**src/rtl/frc_pkg.sv**
```systemverilog
package frc_pkg;
  localparam int WORD_W  = 16;
  localparam int B_OVF   = 15;
  localparam int B_LVL_LO = 12;
  localparam int B_ARB   = 11;
  localparam int B_DRV_A = 9;
  localparam int B_DRV_B = 8;
  localparam int B_PIN   = 7;

  typedef enum logic [2:0] {
    SRC_TAP1 = 3'd0, SRC_TAP2 = 3'd1, SRC_TAP3 = 3'd2,
    SRC_TAP4 = 3'd3, SRC_TAP5 = 3'd4, SRC_TAP6 = 3'd5,
    SRC_PIN_FALL = 3'd6, SRC_PIN_RISE = 3'd7
  } src_sel_e;

  typedef struct packed {
    logic [2:0] lvl;
    logic       arb;
    logic       drv_a;
    logic       drv_b;
    src_sel_e   sel;
  } ctl_t;
endpackage

```
**src/rtl/frc_edge_sync.sv**
```systemverilog
module frc_edge_sync #(
  parameter int STAGES = 2
) (
  input  logic clk,
  input  logic rst_n,
  input  logic pin_in,
  output logic pin_sync,
  output logic pin_rise,
  output logic pin_fall
);
  // Synchroniser flops carry no reset so the pin view survives reset.
  logic [STAGES:0] chain;

  always_ff @(posedge clk) begin
    chain <= {chain[STAGES-1:0], pin_in};
  end

  assign pin_sync = chain[STAGES-1];
  assign pin_rise = chain[STAGES-1] & ~chain[STAGES];
  assign pin_fall = ~chain[STAGES-1] & chain[STAGES];

  // one enable per edge, never two in a row
  p_single_rise_r7: assert property (@(posedge clk) disable iff (!rst_n)
    pin_rise |=> !pin_rise);
  p_single_fall_r7: assert property (@(posedge clk) disable iff (!rst_n)
    pin_fall |=> !pin_fall);
endmodule

```
**src/rtl/frc_src_mux.sv**
```systemverilog
module frc_src_mux #(
  parameter int NUM_TAPS = 6,
  localparam int SEL_W = $clog2(NUM_TAPS + 2),
  localparam int EXT_W = 2 ** SEL_W
) (
  input  logic [NUM_TAPS-1:0] tap_en,
  input  logic                pin_rise,
  input  logic                pin_fall,
  input  logic [SEL_W-1:0]    sel,
  output logic                cnt_en
);
  logic [EXT_W-1:0] taps_ext;
  assign taps_ext = EXT_W'(tap_en);

  always_comb begin
    if (32'(sel) < NUM_TAPS)
      cnt_en = taps_ext[sel];
    else if (32'(sel) == NUM_TAPS)
      cnt_en = pin_fall;
    else if (32'(sel) == NUM_TAPS + 1)
      cnt_en = pin_rise;
    else
      cnt_en = 1'b0;
  end
endmodule

```
**src/rtl/frc_count_core.sv**
```systemverilog
module frc_count_core #(
  parameter int CNT_W = 16
) (
  input  logic             clk,
  input  logic             rst_n,
  input  logic             cnt_en,
  output logic [CNT_W-1:0] cnt,
  output logic             wrap
);
  assign wrap = cnt_en && (cnt == {CNT_W{1'b1}});

  always_ff @(posedge clk) begin
    if (!rst_n)      cnt <= '0;
    else if (cnt_en) cnt <= cnt + 1'b1;
  end

  // single step per enable, hold otherwise
  p_step_one_r2: assert property (@(posedge clk) disable iff (!rst_n)
    cnt_en |=> cnt == $past(cnt) + 1'b1);
  p_hold_idle_r2: assert property (@(posedge clk) disable iff (!rst_n)
    !cnt_en |=> $stable(cnt));
endmodule

```
**src/rtl/frc_ovf_flag.sv**
```systemverilog
module frc_ovf_flag (
  input  logic clk,
  input  logic rst_n,
  input  logic wrap,
  input  logic rd,
  input  logic wr,
  input  logic wr_flag_bit,
  output logic flag
);
  logic armed;
  logic do_clear;

  assign do_clear = wr && !wr_flag_bit && armed && !wrap;

  always_ff @(posedge clk) begin
    if (!rst_n) begin
      flag  <= 1'b0;
      armed <= 1'b0;
    end else begin
      if (wrap)          flag <= 1'b1;
      else if (do_clear) flag <= 1'b0;

      if (wrap)                       armed <= 1'b0;
      else if (rd && flag && !do_clear) armed <= 1'b1;
      else if (wr)                    armed <= 1'b0;
    end
  end

  p_wrap_sets_flag_r2: assert property (@(posedge clk) disable iff (!rst_n)
    wrap |=> flag);
  p_clear_needs_arm_r4: assert property (@(posedge clk) disable iff (!rst_n)
    $fell(flag) |-> $past(armed) && $past(wr) && !$past(wr_flag_bit));
  p_wrap_disarms_r5: assert property (@(posedge clk) disable iff (!rst_n)
    wrap |=> !armed);
endmodule

```
**src/rtl/frc_timer.sv**
```systemverilog
module frc_timer
  import frc_pkg::*;
#(
  parameter int CNT_W    = 16,
  parameter int NUM_TAPS = 6,
  parameter int SYNC_STAGES = 2
) (
  input  logic                clk,
  input  logic                rst_n,
  input  logic [NUM_TAPS-1:0] tap_en,
  input  logic                pin_in,
  input  logic                reg_rd,
  input  logic                reg_wr,
  input  logic [WORD_W-1:0]   reg_wdata,
  output logic [WORD_W-1:0]   reg_rdata,
  output logic                irq_req,
  output logic [2:0]          irq_lvl,
  output logic                irq_arb,
  output logic                tba_valid,
  output logic [CNT_W-1:0]    tba_data,
  output logic                tbb_valid,
  output logic [CNT_W-1:0]    tbb_data
);
  localparam int SEL_W = $clog2(NUM_TAPS + 2);

  ctl_t             ctl;
  logic             pin_sync, pin_rise, pin_fall;
  logic             cnt_en, wrap, flag;
  logic [CNT_W-1:0] cnt;

  frc_edge_sync #(.STAGES(SYNC_STAGES)) u_sync (
    .clk(clk), .rst_n(rst_n), .pin_in(pin_in),
    .pin_sync(pin_sync), .pin_rise(pin_rise), .pin_fall(pin_fall));

  frc_src_mux #(.NUM_TAPS(NUM_TAPS)) u_mux (
    .tap_en(tap_en), .pin_rise(pin_rise), .pin_fall(pin_fall),
    .sel(SEL_W'(ctl.sel)), .cnt_en(cnt_en));

  frc_count_core #(.CNT_W(CNT_W)) u_core (
    .clk(clk), .rst_n(rst_n), .cnt_en(cnt_en), .cnt(cnt), .wrap(wrap));

  frc_ovf_flag u_flag (
    .clk(clk), .rst_n(rst_n), .wrap(wrap), .rd(reg_rd), .wr(reg_wr),
    .wr_flag_bit(reg_wdata[B_OVF]), .flag(flag));

  always_ff @(posedge clk) begin
    if (!rst_n) begin
      ctl <= '0;
    end else if (reg_wr) begin
      ctl.lvl   <= reg_wdata[B_LVL_LO +: 3];
      ctl.arb   <= reg_wdata[B_ARB];
      ctl.drv_a <= reg_wdata[B_DRV_A];
      ctl.drv_b <= reg_wdata[B_DRV_B];
      ctl.sel   <= src_sel_e'(reg_wdata[2:0]);
    end
  end

  always_comb begin
    reg_rdata              = '0;
    reg_rdata[B_OVF]       = flag;
    reg_rdata[B_LVL_LO +: 3] = ctl.lvl;
    reg_rdata[B_ARB]       = ctl.arb;
    reg_rdata[B_DRV_A]     = ctl.drv_a;
    reg_rdata[B_DRV_B]     = ctl.drv_b;
    reg_rdata[B_PIN]       = pin_sync;
    reg_rdata[2:0]         = ctl.sel;
  end

  assign irq_req   = flag && (ctl.lvl != 3'd0);
  assign irq_lvl   = irq_req ? ctl.lvl : 3'd0;
  assign irq_arb   = ctl.arb;
  assign tba_valid = ctl.drv_a;
  assign tbb_valid = ctl.drv_b;
  assign tba_data  = ctl.drv_a ? cnt : '0;
  assign tbb_data  = ctl.drv_b ? cnt : '0;

  // a raised request follows an overflow seen with a non-zero level
  p_irq_after_wrap_r3: assert property (@(posedge clk) disable iff (!rst_n)
    wrap && !reg_wr && (ctl.lvl != 3'd0) |=> irq_req);
  // control fields hold without a write
  p_ctl_hold_r10: assert property (@(posedge clk) disable iff (!rst_n)
    !reg_wr |=> $stable(ctl));
endmodule

```
**config.mk**
```make
export PLATFORM = sky130hd
export DESIGN_NAME = frc_timer
export DESIGN_NICKNAME = d
export VERILOG_FILES = /design/src/rtl/frc_pkg.sv /design/src/rtl/frc_edge_sync.sv /design/src/rtl/frc_src_mux.sv /design/src/rtl/frc_count_core.sv /design/src/rtl/frc_ovf_flag.sv /design/src/rtl/frc_timer.sv
export SDC_FILE = /design/constraint.sdc
export NUM_CORES = 1
export LEC_CHECK = 0
export ABC_CLOCK_PERIOD_IN_PS = 2700
export BUFFER_PORTS_ARGS = -buffer_cell sky130_fd_sc_hd__buf_2
export CORE_MARGIN = 2
export CORE_UTILIZATION = 46
export DETAILED_ROUTE_END_ITERATION = 16
export PLACE_DENSITY = 0.87
export SLEW_MARGIN = 25
export SYNTH_ARGS = -nofsm -noshare
export SYNTH_HDL_FRONTEND = slang
export SYNTH_HIERARCHICAL = 1
export SYNTH_SLANG_ARGS = --single-unit
export TNS_END_PERCENT = 100
```
**constraint.sdc**
```tcl
create_clock -name clk -period 2.7 [get_ports clk]
set_input_delay 0.405 -clock clk [delete_from_list [all_inputs] [get_ports clk]]
set_output_delay 0.405 -clock clk [all_outputs]
set_load 0.005 [all_outputs]
```
=== Yosys cells after proc, flatten, opt, wreduce, memory -nomap -nowiden ===
Cells that the tools add are included.

* ROM bits: 0
* Word-level logic and storage cells: 46
* Memories kept: 0
* Output and inout port bits: 55
* Flip-flop bits (word level): 30
* Bits of input ports: 27
* RAM bits: 0
* Bits in latches: 0

* Equal/unequal tests: 3
* Bitwise operators: 5
* Multiply operators: 0
* Reductions and logical operators: 14
* Multiplexer cells: 12
* Divide/modulo/power cells: 0
* Shifts and indexed selects: 0
* $lt $le $gt $ge: 2
* $add $sub $neg: 1

{| class="wikitable"
|+ Operators by type and width
! operator !! number
|-
| 16-bit 2-to-1 mux || 2
|-
| 16-bit by 1-bit adder with 16-bit output, second input constant || 1
|-
| 16-bit == test, second input constant || 1
|-
| 1-bit 2-to-1 mux || 8
|-
| 1-bit logical AND || 7
|-
| 3-bit == test, second input constant || 2
|-
| 3-bit by 4-bit less-than comparator with 1-bit output, second input constant || 1
|-
| 2-bit nonzero test || 2
|-
| 1-bit binary-select mux with 3-bit select || 1
|-
| 1-bit zero test || 3
|-
| 3-bit less-than comparator, second input constant || 1
|-
| 3-bit 2-to-1 mux || 1
|-
| 1-bit NOT || 3
|-
| 3-bit nonzero test || 1
|-
| 1-bit AND || 2
|-
| 2-bit OR reduction || 1
|}

=== Longest topological paths before layout ===
Gate-level depths: netlist of the first run.

* Depth after elaboration: 11
* Gate-level depth with buffers: 9
* Depth with buffers taken out: 8

=== By module ===
The synthesis of the first run kept the hierarchy.

{| class="wikitable"
|+ Modules (own cells, without submodules)
! module !! seq. area each (sq um) !! cells an instance !! area an instance (sq um) !! instances
|-
| frc_count_core || 320.3 || 84 || 789.5 || 1
|-
| frc_timer || 180.2 || 77 || 654.4 || 1
|-
| frc_ovf_flag || 40.0 || 9 || 86.3 || 1
|-
| frc_edge_sync || 60.1 || 5 || 75.1 || 1
|-
| frc_src_mux || 0.0 || 3 || 63.8 || 1
|}

=== Worst setup path after synthesis of the first run ===
No wires, ideal clock.

* Kind: register -> register
* Start point: register u_sync.chain[1]
* End point: register u_flag.armed
* Path slack: 0.675 ns
* Required time: 2.631 ns
* Arrival: 1.957 ns
* Path buffers: 1
* Period minus slack after synthesis: 2.025 ns
* Setup time: 0.069 ns
* Cell stages (with the launch flop): 10
* Cells stage by stage: dfxtp_1 and2b_2 mux4_1 mux2_2 buf_4 and4_4 nand2_1 nor4_1 nand4b_1 o21ai_1

* Cells in the longest elaborated chain, start to end: 10
* Elaborated cells on any way between the ends: 14
* Classes of those cells: 4 x mux; 3 x bitwise; 7 x reduce/logical

{| class="wikitable"
|+ RTL lines
! item !! line !! RTL
|-
| start, declared || frc_edge_sync.sv:12 || <nowiki>logic [STAGES:0] chain;</nowiki>
|-
| start signal, assigned || frc_edge_sync.sv:15 || <nowiki>chain <= {chain[STAGES-1:0], pin_in};</nowiki>
|-
| 1-bit NOT * || frc_edge_sync.sv:20 || <nowiki>assign pin_fall = ~chain[STAGES-1] & chain[STAGES];</nowiki>
|-
| 1-bit AND * || frc_edge_sync.sv:20 ||
|-
| via pin_fall || frc_timer.sv:27 || <nowiki>logic pin_sync, pin_rise, pin_fall;</nowiki>
|-
| 1-bit 2-to-1 mux * || frc_src_mux.sv:18 || <nowiki>else if (32'(sel) == NUM_TAPS)</nowiki>
|-
| 1-bit 2-to-1 mux * || frc_src_mux.sv:16 || <nowiki>if (32'(sel) < NUM_TAPS)</nowiki>
|-
| via cnt_en || frc_timer.sv:28 || <nowiki>logic cnt_en, wrap, flag;</nowiki>
|-
| 1-bit logical AND * || frc_count_core.sv:10 || <nowiki>assign wrap = cnt_en && (cnt == {CNT_W{1'b1}});</nowiki>
|-
| via wrap || frc_timer.sv:28 ||
|-
| 1-bit zero test || frc_ovf_flag.sv:13 || <nowiki>assign do_clear = wr && !wr_flag_bit && armed && !wrap;</nowiki>
|-
| 1-bit logical AND || frc_ovf_flag.sv:13 ||
|-
| 1-bit zero test || frc_ovf_flag.sv:24 || <nowiki>else if (rd && flag && !do_clear) armed <= 1'b1;</nowiki>
|-
| 1-bit logical AND || frc_ovf_flag.sv:24 ||
|-
| 1-bit 2-to-1 mux or 2-bit nonzero test (tied branches) || -- ||
|-
| end signal, assigned || frc_ovf_flag.sv:23 || <nowiki>if (wrap) armed <= 1'b0;</nowiki>
|-
| end signal, assigned || frc_ovf_flag.sv:24 ||
|-
| end signal, assigned || frc_ovf_flag.sv:25 || <nowiki>else if (wr) armed <= 1'b0;</nowiki>
|-
| end, declared || frc_ovf_flag.sv:10 || <nowiki>logic armed;</nowiki>
|}

The timed path passes the listed nets; every way through them passes the cells marked *.
A chain may end at the register's enable or synchronous reset.

=== Final worst setup path of the first run ===
* Start point: register u_sync.chain[1]
* End point: register u_flag.armed

* Cells in the longest elaborated chain, start to end: 10
* Elaborated cells on any way between the ends: 14
* Classes of those cells: 4 x mux; 3 x bitwise; 7 x reduce/logical

{| class="wikitable"
|+ RTL lines
! item !! line !! RTL
|-
| 1-bit AND * || frc_edge_sync.sv:19 || <nowiki>assign pin_rise = chain[STAGES-1] & ~chain[STAGES];</nowiki>
|-
| via pin_rise || frc_timer.sv:27 ||
|-
| 1-bit 2-to-1 mux * || frc_src_mux.sv:20 || <nowiki>else if (32'(sel) == NUM_TAPS + 1)</nowiki>
|-
| 1-bit 2-to-1 mux * || frc_src_mux.sv:18 ||
|-
| 1-bit 2-to-1 mux * || frc_src_mux.sv:16 ||
|-
| via cnt_en || frc_timer.sv:28 ||
|-
| 1-bit logical AND * || frc_count_core.sv:10 ||
|-
| via wrap || frc_timer.sv:28 ||
|-
| 1-bit zero test || frc_ovf_flag.sv:13 ||
|-
| 1-bit logical AND || frc_ovf_flag.sv:13 ||
|-
| 1-bit zero test || frc_ovf_flag.sv:24 ||
|-
| 1-bit logical AND || frc_ovf_flag.sv:24 ||
|-
| 1-bit 2-to-1 mux or 2-bit nonzero test (tied branches) || -- ||
|}

Marks and branches as above.

==> results of run 1 <==
## report_power, final
group,internal [mW],total [mW],switching (mW)
Clock,0.126,0.279,0.153
Sequential,0.458,0.482,0.0231
Combinational,0.0482,0.0872,0.0390
Total,0.633,0.848,0.215
## cells in the mapped netlist (2+ instances only)
library cell,n,area share [%]
o21ai_0,2,0.60
and3_1,2,0.75
mux4_1,2,3.1
nor4_1,3,1.1
inv_1,2,0.45
o21ai_1,2,0.60
xnor2_1,7,3.7
mux2i_1,13,7.8
clkbuf_2,2,0.60
nand4_1,3,1.1
nor2b_1,11,4.1
nand2b_1,3,1.1
and2_1,46,17
buf_4,12,5.4
nand3_1,7,2.1
dfxtp_1,30,36
xor2_1,3,1.6
nand2_1,9,2.0
a21boi_1,2,0.90
or3_1,2,0.75
## per-stage QoR
stage	hold slack (ns)	std cells	power (mW)	worst slack [ns]
6_report	0.174	290	0.848	0.497
5_1_grt	0.145	290	0.901	0.248
4_1_cts	0.163	290	0.856	0.520
3_5_place_dp	0.324	282	0.580	0.553
3_3_place_gp	0.312	282	0.576	0.597
2_1_floorplan	0.310	182	0.554	0.675
## worst paths after layout
| kind | startpoint | endpoint | slack [ns] | cells after the start |
|---|---|---|---|---|
| setup / recovery | u_sync/chain[1]$_DFF_P_ | u_flag/armed$_SDFFE_PP0P_ | 0.50 | 8 |
| setup reg to reg | u_sync/chain[1]$_DFF_P_ | u_flag/armed$_SDFFE_PP0P_ | 0.50 | 8 |
| hold reg to reg | u_sync/chain[0]$_DFF_P_ | u_sync/chain[1]$_DFF_P_ | 0.34 | 0 |
| hold / removal | pin_in | u_sync/chain[0]$_DFF_P_ | 0.17 | 1 |
## layer usage
layer / up-vias / GRT usage, %
li1: 711 / -
met1: 659 / 21.0
met2: 59 / 31.0
met3: 6 / 5.46
met4: 0 / 5.59
met5: - / 0
## registers in the layout, summed over array words and instances, names as in the netlist
| name | count |
|---|---|
| irq_arb | 1 |
| reg_rdata | 6 |
| tba_valid | 1 |
| tbb_valid | 1 |
| u_core/cnt | 16 |
| u_flag/armed | 1 |
| u_flag/flag | 1 |
| u_sync/chain | 3 |
## area by class of cell
cell class              count  area [sq um]  share of cell area, %
inverters                   2          7.51                  0.369
well taps                  46          57.6                   2.83
clock buffers               7          55.1                   2.70
multi-input cells         134           961                   47.2
repair buffers             70           350                   17.2
flip-flops and latches     30           601                   29.5
clock inverters             1          5.00                  0.246
## cell families after synthesis
kind of cell               Yosys count  share of synthesized area [%]
AOI/OAI and AO/OA                    7                           2.62
xor gates and xnor gates            10                           5.25
adders and majority gates            1                          0.750
buffers and inverters               18                           7.35
DFF                                 30                           36.0
muxes                               16                           11.6
other                                1                          0.225
and+or+nand+nor                     95                           36.2
==> impl_table.tex, run 1 <==
\begin{tabular}{lr}
\hline
Metric & Value \\
\hline
\multicolumn{2}{l}{\textbf{STA}} \\
Least-Margin Pin Slew & between 0.5 and 0.6 ns \\
Count of final hold-check violations & 0 \\
Max-slew headroom at the worst pin & between 60\% and 70\% \\
Summed negative setup slack over all endpoints & 0 ns \\
Final Slew Violations & 0 \\
Maximum operating frequency & 454 MHz \\
Minimum clock period after layout & 2.20 ns \\
Portion of the clock cycle consumed by the worst path in the final layout & 81.6\% \\
Number of failing setup endpoints in the final timing report & 0 \\
RSZ-0062 raised after global routing & no \\
Worst-case clock skew & approximately 0.005 ns \\
\multicolumn{2}{l}{\textbf{GRT}} \\
GRT Util Overall & about 18\% \\
Global-route wire length before repair & $\sim$5800 um \\
Remaining global-route overflow & 0 \\
Pin count of the biggest net entering global routing & 33 \\
Initial antenna violation count & 0 \\
Vias in the first global route & 1,325 \\
\multicolumn{2}{l}{\textbf{Clocking}} \\
Num CTS Buffers & 5 \\
Clock Tree Buf Depth & 2 \\
Number of buffers inserted by post-CTS setup repair & 0 \\
Insertion delay to the later sink of the worst-skew pair & about 0.33 ns \\
TritonCTS Sinks & 30 \\
CTS HTree Levels & 2 \\
Hold-fix buffer count after cts & 0 \\
Total of cells resized after clock tree synthesis & 0 \\
TritonCTS clock tree & done \\
CTS clk-pin slew, worst paths & around 0.09 ns \\
Clock root buffer & clkbuf\_4 \\
\multicolumn{2}{l}{\textbf{Drt}} \\
Routed wire per std cell & roughly 12 um \\
Per-cell via count in the routed design & roughly 5 \\
DRC violation count after routing & 0 \\
Met3 wire length & approximately 270 um \\
Drt initial violations & 27 \\
Total iterations of the first detailed-routing run & 4 \\
Via total after detailed routing & 1,435 \\
Final antenna-violating net count & 0 \\
Metal1 wirelength & $\sim$1500 um \\
Top metal layer carrying routed signals & met4 \\
Met2 Routed Length & 1630 um \\
Overall routed net length & 3430 um \\
\multicolumn{2}{l}{\textbf{Setup path}} \\
Kind of critical path & reg -> reg \\
Arrival time at the worst endpoint & approximately 2.4 ns \\
Worst Path Required & roughly 2.9 ns \\
Type of element launching the critical path & flop \\
Sequence of cells on the critical path & nor2b\_1, mux4\_1, mux2\_2, and4\_4, nand2\_1, nor4\_1, nand4bb\_1, o21ai\_1 \\
Worst stage delay on the critical path & between 0.4 and 0.5 ns \\
Worst-path maximum fanout & 7 \\
Crit-path leading delay family & simple AND/OR/NAND/NOR gates \\
Slowest cell on the critical path & nor4\_1 \\
Crit end category & flop \\
Number of buffer and inverter instances along the worst setup path & 0 \\
\multicolumn{2}{l}{\textbf{Floorplan}} \\
Standard cell core area & between 0.003 and 0.004 sq mm \\
Initial Utilization & between 40\% and 50\% \\
Die extent in y & around 64 um \\
Top-Level Pins & between 80 and 90 \\
Row cnt & 21 \\
Overall die width & roughly 64 um \\
Total die area & 0.00413 sq mm \\
\multicolumn{2}{l}{\textbf{Logic synthesis}} \\
Async set-or-reset flop fraction in the synthesized netlist & 0\% \\
Mean post-synth cell area & roughly 9.4 sq um \\
Number of distinct library cells after synthesis & 35 \\
Synthesized cell area & about 0.0017 sq mm \\
Most common flop cell mapped by yosys & dfxtp\_1 \\
Proportion of synthesized chip area in sequential cells & between 30\% and 40\% \\
Number of flops mapped to enable cells by yosys & 0 \\
Flip-flop and latch count after synthesis & 30 \\
Post-synthesis cell count & 178 \\
Warnings from Yosys & 6 \\
\multicolumn{2}{l}{\textbf{Outcome}} \\
Status & finished, final reports clean \\
\multicolumn{2}{l}{\textbf{Final layout}} \\
Commonest non-fill, non-tap cell in the layout & buf\_2 \\
Area growth, synth to finish & 22.0\% \\
Top library cells by usage in the layout, fill and taps aside & buf\_2 (70), and2\_1 (46), dfxtp\_1 (30) \\
Antenna diodes & 0 \\
Final core occ & slightly below 60\% \\
Fill cells & 336 \\
Share of cells above drive strength 1 & between 30\% and 40\% \\
Area of all placed cells without fillers & around 0.002 sq mm \\
Number of nets in the finished design & around 270 \\
\multicolumn{2}{l}{\textbf{Pwr}} \\
Cell area power density & $\sim$420 mW/mm\^{}2 \\
Worst-case vdd ir drop & between 0.0003 and 0.0004 V \\
Static Leak & 1.04 nW \\
\multicolumn{2}{l}{\textbf{Placement}} \\
Placer's final routability congestion estimate & around 0.8 \\
Placed instance area & 0.00198 sq mm \\
Final HPWL DP & approximately 2500 um \\
\# port buffers & 70 \\
\multicolumn{2}{l}{\textbf{Run}} \\
Max\_cap viols & 0 \\
\multicolumn{2}{l}{\textbf{Hold path}} \\
Min-Delay Path Class & in -> reg \\
\hline
\end{tabular}
(Power assumes the default switching activity.)
==> run 2, diff against run 1 <==
--- a/config.mk
+++ b/config.mk
@@ -5,12 +5,12 @@
 export SDC_FILE = /design/constraint.sdc
 export NUM_CORES = 1
 export LEC_CHECK = 0
-export ABC_CLOCK_PERIOD_IN_PS = 2700
+export ABC_CLOCK_PERIOD_IN_PS = 1900
 export BUFFER_PORTS_ARGS = -buffer_cell sky130_fd_sc_hd__buf_2
 export CORE_MARGIN = 2
-export CORE_UTILIZATION = 46
+export CORE_UTILIZATION = 41
 export DETAILED_ROUTE_END_ITERATION = 16
-export PLACE_DENSITY = 0.87
+export PLACE_DENSITY = 0.82
 export SLEW_MARGIN = 25
 export SYNTH_ARGS = -nofsm -noshare
 export SYNTH_HDL_FRONTEND = slang
==> constraint.sdc (replaced) <==
create_clock -name clk -period 1.9 [get_ports clk]
set_input_delay 0.285 -clock clk [delete_from_list [all_inputs] [get_ports clk]]
set_output_delay 0.285 -clock clk [all_outputs]
set_load 0.005 [all_outputs]
==> run 2 against run 1 <==
Against the previous run: the run now ends with setup timing left; flip-flop and latch count did not move; clock power rose by 85%; first-iteration DRC count rose by 30%; non-clock buffer count rose by 3; critical path type unchanged; critical endpoint unchanged; highest routed layer unchanged.
==> impl_table.tex, run 2 (synthesized netlist as in run 1, its figures left out) <==
\begin{tabular}{lr}
\hline
Metric & Value \\
\hline
\multicolumn{2}{l}{\textbf{Drt}} \\
Routed wire per std cell & $\sim$12 um \\
DRC violation count after routing & 0 \\
Final antenna-violating net count & 0 \\
Overall routed net length & between 3000 and 4000 um \\
Drt initial violations & 35 \\
Via total after detailed routing & $\sim$1,400 \\
Per-cell via count in the routed design & about 4.7 \\
Total iterations of the first detailed-routing run & 4 \\
\multicolumn{2}{l}{\textbf{Clocking}} \\
Number of buffers inserted by post-CTS setup repair & 0 \\
CTS clk-pin slew, worst paths & 0.06 ns \\
TritonCTS Sinks & 30 \\
Insertion delay to the later sink of the worst-skew pair & around 0.28 ns \\
TritonCTS clock tree & done \\
Num CTS Buffers & 5 \\
CTS HTree Levels & 2 \\
Clock Tree Buf Depth & 2 \\
Clock root buffer & clkbuf\_8 \\
Hold-fix buffer count after cts & 0 \\
\multicolumn{2}{l}{\textbf{Pwr}} \\
Static Leak & approximately 1.1 nW \\
Worst-case vdd ir drop & 0.000470 V \\
Total power consumption of the routed design & about 1.3 mW \\
Cell area power density & 631 mW/mm\^{}2 \\
\multicolumn{2}{l}{\textbf{STA}} \\
Maximum operating frequency & slightly above 500 MHz \\
Summed negative setup slack over all endpoints & -0.0591 ns \\
RSZ-0062 raised after global routing & yes \\
Portion of the clock cycle consumed by the worst path in the final layout & 102\% \\
Least-Margin Pin Slew & between 0.5 and 0.6 ns \\
Number of failing setup endpoints in the final timing report & 3 \\
Count of final hold-check violations & 0 \\
Worst-case clock skew & approximately 0.0044 ns \\
Final Slew Violations & 0 \\
Minimum clock period after layout & between 1.5 and 2 ns \\
Final worst slack & -0.0308 ns \\
Max-slew headroom at the worst pin & between 60 and 70\% \\
Final Hold Slack & 0.107 ns \\
\multicolumn{2}{l}{\textbf{Floorplan}} \\
Die extent in y & around 68 um \\
Row cnt & 23 \\
Initial Utilization & 42.0\% \\
Overall die width & about 68 um \\
Top-Level Pins & 82 \\
Standard cell core area & 0.00397 sq mm \\
Total die area & between 0.004 and 0.005 sq mm \\
\multicolumn{2}{l}{\textbf{Hold path}} \\
WHS Path Cells & 1 \\
Beginning of the worst hold path & pin\_in \\
WHS Endpoint & u\_sync/chain[0]\$\_DFF\_P\_ \\
Min-Delay Path Class & in -> reg \\
\multicolumn{2}{l}{\textbf{GRT}} \\
Global-route wire length before repair & around 5600 um \\
Remaining global-route overflow & 0 \\
GRT Util Overall & between 10\% and 20\% \\
Pin count of the biggest net entering global routing & 33 \\
Initial antenna violation count & 0 \\
Vias in the first global route & roughly 1,200 \\
\multicolumn{2}{l}{\textbf{Final layout}} \\
Area growth, synth to finish & 27.2\% \\
Number of flip-flops under the largest register name & 16 \\
Number of nets in the finished design & between 200 and 300 \\
Top library cells by usage in the layout, fill and taps aside & buf\_2 (70), and2\_1 (46), dfxtp\_1 (28) \\
Share of cells above drive strength 1 & 37.2\% \\
Antenna diodes & 0 \\
Register containing the most flip-flops in the final layout & u\_core/cnt \\
Commonest non-fill, non-tap cell in the layout & buf\_2 \\
Cell Count, Final, Fillers Out & between 200 and 300 \\
\multicolumn{2}{l}{\textbf{Setup path}} \\
Cells on worst reg2reg path & 8 \\
Launch point of the critical path & u\_sync/chain[1]\$\_DFF\_P\_ \\
Kind of critical path & reg -> reg \\
Arrival time at the worst endpoint & 2.14 ns \\
Type of element launching the critical path & flop \\
Worst Path Required & 2.11 ns \\
Reg2reg start & u\_sync/chain[1]\$\_DFF\_P\_ \\
Worst setup slack for register-to-register paths & -0.03 ns \\
FF-to-FF End & u\_flag/armed\$\_SDFFE\_PP0P\_ \\
Crit end category & flop \\
Worst-path maximum fanout & 4 \\
\multicolumn{2}{l}{\textbf{Placement}} \\
\# port buffers & 70 \\
Placer's final routability congestion estimate & around 0.79 \\
Total instance count after detailed placement & around 290 \\
Final HPWL DP & 2550 um \\
\multicolumn{2}{l}{\textbf{Outcome}} \\
Status & finished with violations \\
Violated checks & setup timing \\
\multicolumn{2}{l}{\textbf{Run}} \\
Max\_cap viols & 0 \\
\hline
\end{tabular}
-- run 2: cell types whose count changed in the layout (fill, tap and decap cells not counted), sizes merged --
cell | previous run | this run
buf | 70 | 73
-- run 2: layout make-up --
type	count	area, sq um
clock buffers	7	86.3
repair buffers	73	373
inverters	2	7.51
fillers	369	1850
multi-input cells	134	986
clock inverters	1	5.00
flip-flops and latches	30	603
well taps	50	62.6
-- run 2: what timing repair did --
item	in CTS	in global routing
endpoints found under the hold margin	0	0
pin swaps	2	0
gates resized for setup	2	1
endpoints found under the setup margin	3	13
-- run 2: report_power, final --
part	switching, mW	leakage, nW	internal (mW)	total (mW)
Clock	0.225	0.0482	0.291	0.516
Sequential	0.0353	0.245	0.653	0.688
Combinational	0.0586	0.814	0.0773	0.136
-- run 2: worst max path at each step --
stage | endpoint | cells after the start
global route | u_flag/armed$_SDFFE_PP0P_ | 8
detailed placement | u_flag/armed$_SDFFE_PP0P_ | 8
finish | u_flag/armed$_SDFFE_PP0P_ | 8
CTS | u_flag/armed$_SDFFE_PP0P_ | 8
global placement | u_flag/armed$_SDFFE_PP0P_ | 8
floorplan | u_flag/armed$_SDFFE_PP0P_ | 9
-- run 2: worst max-delay path, cell delays in order, from the launching register on --
cell and delay [ns]:
dfxtp_2 0.33, and2b_2 0.21, mux4_2 0.44, mux2_4 0.30, and4_4 0.18, nand2_4 0.07, nor4_4 0.04, nand4b_1 0.17
o21ai_1 0.13
-- run 2: stage by stage --
stage	worst slack (ns)	util, %	cell area (sq um)
floorplan	-0.0550	-	1700
global placement	-0.0184	50.8	2020
detailed placement	-0.0642	50.8	2020
CTS	-0.0391	53.4	2120
global route	-0.110	53.5	2120
finish	-0.0308	53.5	2120
-- run 2: per-layer routing --
metal	routed length (um)	up-vias	share of wire [%]	GRT usage, %
li1	-	717	-	-
met1	1480	615	43	18.1
met2	1680	55	48	28.3
met3	268	4	7.7	6.17
met4	35	0	1.0	5.25
met5	0	-	0	0
==> run 3, diff against run 2 <==
==> constraint.sdc (replaced) <==
create_clock -name clk -period 1.9 [get_ports clk]
set_input_delay 0.285 -clock clk [delete_from_list [all_inputs] [get_ports clk]]
set_output_delay 0.285 -clock clk [all_outputs]
set_load 0.02 [all_outputs]
==> run 3 against run 2 <==
Against the previous run: the run still ends with setup timing left; flip-flop and latch count is the same; register-to-register slack about the same; utilization down 0.13 points; highest routed layer unchanged.
==> impl_table.tex, run 3 (synthesized netlist as in run 1, its figures left out) <==
\begin{tabular}{lr}
\hline
Metric & Value \\
\hline
\multicolumn{2}{l}{\textbf{Pwr}} \\
Net switching power & between 0.3 and 0.4 mW \\
Worst-case vdd ir drop & around 0.00056 V \\
Internal power & around 1 mW \\
Sequential cell fraction of total power & just over 50\% \\
Clock share of power & 37.1\% \\
Net Sw Frac & about a quarter \\
Cell area power density & between 600 and 700 mW/mm\^{}2 \\
Static Leak & approximately 1.1 nW \\
Combinational share of power & a little under an eighth \\
\multicolumn{2}{l}{\textbf{Setup path}} \\
Worst stage delay on the critical path & around 0.44 ns \\
Arrival time at the worst endpoint & 2.15 ns \\
Slowest cell on the critical path & mux4\_2 \\
Worst Path Required & around 2.1 ns \\
Sequence of cells on the critical path & and2b\_2, mux4\_2, mux2\_4, and4\_4, nand2\_4, nor4\_4, nand4b\_1, o21ai\_1 \\
Kind of critical path & reg -> reg \\
Worst-path maximum fanout & 4 \\
Crit end category & flop \\
Type of element launching the critical path & flop \\
\multicolumn{2}{l}{\textbf{Drt}} \\
Met3 wire length & around 250 um \\
Overall routed net length & 3390 um \\
Via total after detailed routing & around 1,400 \\
Met2 Routed Length & roughly 1600 um \\
Final antenna-violating net count & 0 \\
Drt initial violations & 37 \\
DRC violation count after routing & 0 \\
Top metal layer carrying routed signals & met4 \\
Metal1 wirelength & $\sim$1500 um \\
Routed wire per std cell & 11.4 um \\
Total iterations of the first detailed-routing run & 4 \\
Per-cell via count in the routed design & approximately 4.7 \\
\multicolumn{2}{l}{\textbf{Clocking}} \\
Clock root buffer & clkbuf\_8 \\
CTS HTree Levels & 2 \\
CTS clk-pin slew, worst paths & 0.06 ns \\
Insertion delay to the later sink of the worst-skew pair & $\sim$0.27 ns \\
Number of buffers inserted by post-CTS setup repair & 0 \\
Hold-fix buffer count after cts & 0 \\
TritonCTS Sinks & 30 \\
TritonCTS clock tree & done \\
Num CTS Buffers & 5 \\
Clock Tree Buf Depth & 2 \\
\multicolumn{2}{l}{\textbf{Final layout}} \\
Area growth, synth to finish & 26.9\% \\
Share of cells above drive strength 1 & between 30 and 40\% \\
Commonest non-fill, non-tap cell in the layout & buf\_2 \\
Register containing the most flip-flops in the final layout & u\_core/cnt \\
Final core occ & 53.3\% \\
Antenna diodes & 0 \\
Top library cells by usage in the layout, fill and taps aside & buf\_2 (70), and2\_1 (46), dfxtp\_1 (28) \\
Number of nets in the finished design & 274 \\
Number of flip-flops under the largest register name & 16 \\
Fill cells & 377 \\
\multicolumn{2}{l}{\textbf{STA}} \\
RSZ-0062 raised after global routing & yes \\
Final Hold Slack & approximately 0.11 ns \\
Least-Margin Pin Slew & about 0.57 ns \\
Number of failing setup endpoints in the final timing report & 3 \\
Worst-case clock skew & 0.00282 ns \\
Portion of the clock cycle consumed by the worst path in the final layout & 102\% \\
Final Slew Violations & 0 \\
Count of final hold-check violations & 0 \\
Max-slew headroom at the worst pin & 61.9\% \\
Final worst slack & -0.0439 ns \\
Maximum operating frequency & a little over 500 MHz \\
Minimum clock period after layout & between 1.5 and 2 ns \\
\multicolumn{2}{l}{\textbf{GRT}} \\
Pin count of the biggest net entering global routing & 33 \\
Vias in the first global route & roughly 1,200 \\
Global-route wire length before repair & approximately 5400 um \\
Initial antenna violation count & 0 \\
Remaining global-route overflow & 0 \\
GRT Util Overall & 15.9\% \\
\multicolumn{2}{l}{\textbf{Floorplan}} \\
Standard cell core area & roughly 0.004 sq mm \\
Initial Utilization & approximately 42\% \\
Overall die width & around 68 um \\
Total die area & between 0.004 and 0.005 sq mm \\
Top-Level Pins & between 80 and 90 \\
Die extent in y & 67.8 um \\
Row cnt & 23 \\
\multicolumn{2}{l}{\textbf{Placement}} \\
Final HPWL DP & roughly 2500 um \\
\# port buffers & 70 \\
Placer's final routability congestion estimate & $\sim$0.84 \\
\multicolumn{2}{l}{\textbf{Run}} \\
Max\_cap viols & 0 \\
\multicolumn{2}{l}{\textbf{Hold path}} \\
Min-Delay Path Class & in -> reg \\
\multicolumn{2}{l}{\textbf{Outcome}} \\
Status & finished with violations \\
Violated checks & setup timing \\
\hline
\end{tabular}
run 3: cell count changes in the layout (fill, tap and decap cells not counted):
cell | previous run | this run
dfxtp_2 | 2 | 1
nand2_2 | 1 | 0
clkinv_2 | 1 | 0
nand2_1 | 7 | 8
dfxtp_4 | 0 | 1
run 3: cell type report:
type | instances | area (sq um) | share of cell area [%]
Inverter | 2 | 7.51 | 0.354
Multi-Input combinational cell | 134 | 983 | 46.4
Sequential cell | 30 | 606 | 28.6
Timing Repair Buffer | 73 | 373 | 17.6
Clock buffer | 7 | 86.3 | 4.08
Tap cell | 50 | 62.6 | 2.95
run 3: power groups by stage:
stage	logic (mW)	clock network (mW)	registers, mW
floorplan	0.120	0	0.701
global placement	0.159	0	0.700
detailed placement	0.163	0	0.701
CTS	0.164	0.519	0.688
global route	0.179	0.546	0.691
finish	0.162	0.501	0.687
run 3: final timing paths:
| path | from | to | slack [ns] | cells after the start |
|---|---|---|---|---|
| hold / removal | pin_in | u_sync/chain[0]$_DFF_P_ | 0.11 | 1 |
| hold reg to reg | u_sync/chain[0]$_DFF_P_ | u_sync/chain[1]$_DFF_P_ | 0.34 | 0 |
| setup reg to reg | u_sync/chain[1]$_DFF_P_ | u_flag/armed$_SDFFE_PP0P_ | -0.04 | 8 |
| setup / recovery | u_sync/chain[1]$_DFF_P_ | u_flag/armed$_SDFFE_PP0P_ | -0.04 | 8 |
run 3: metal layers:
layer  vias to the layer above  global-route usage [%]
met4                         0                    6.00
met5                         -                       0
met1                       618                    18.6
met3                         6                    4.83
met2                        59                    27.2
li1                        716                       -
run 3: per-stage QoR:
step	worst slack (ns)	std cells	area, sq um	power (mW)	TNS, ns
floorplan	-0.0549	182	1700	0.821	-0.111
global placement	-0.0201	289	2020	0.859	-0.0201
detailed placement	-0.0607	289	2020	0.864	-0.0688
CTS	-0.0572	296	2120	1.37	-0.128
global route	-0.149	296	2120	1.42	-0.826
finish	-0.0439	296	2120	1.35	-0.0692
run 3: repair_timing:
item | CTS | global route
gates cloned | 0 | 0
gates resized for setup | 2 | 0
endpoints found under the hold margin | 0 | 0
setup endpoints to repair | 4 | 13
pin swaps | 1 | 1
run 3: worst max-delay path, delay by kind of cell (launching register included):
family	cells	cell delay (ns)
and+or+nand+nor	5	0.68
DFF	1	0.33
muxes	2	0.74
AOI/OAI and AO/OA	1	0.13
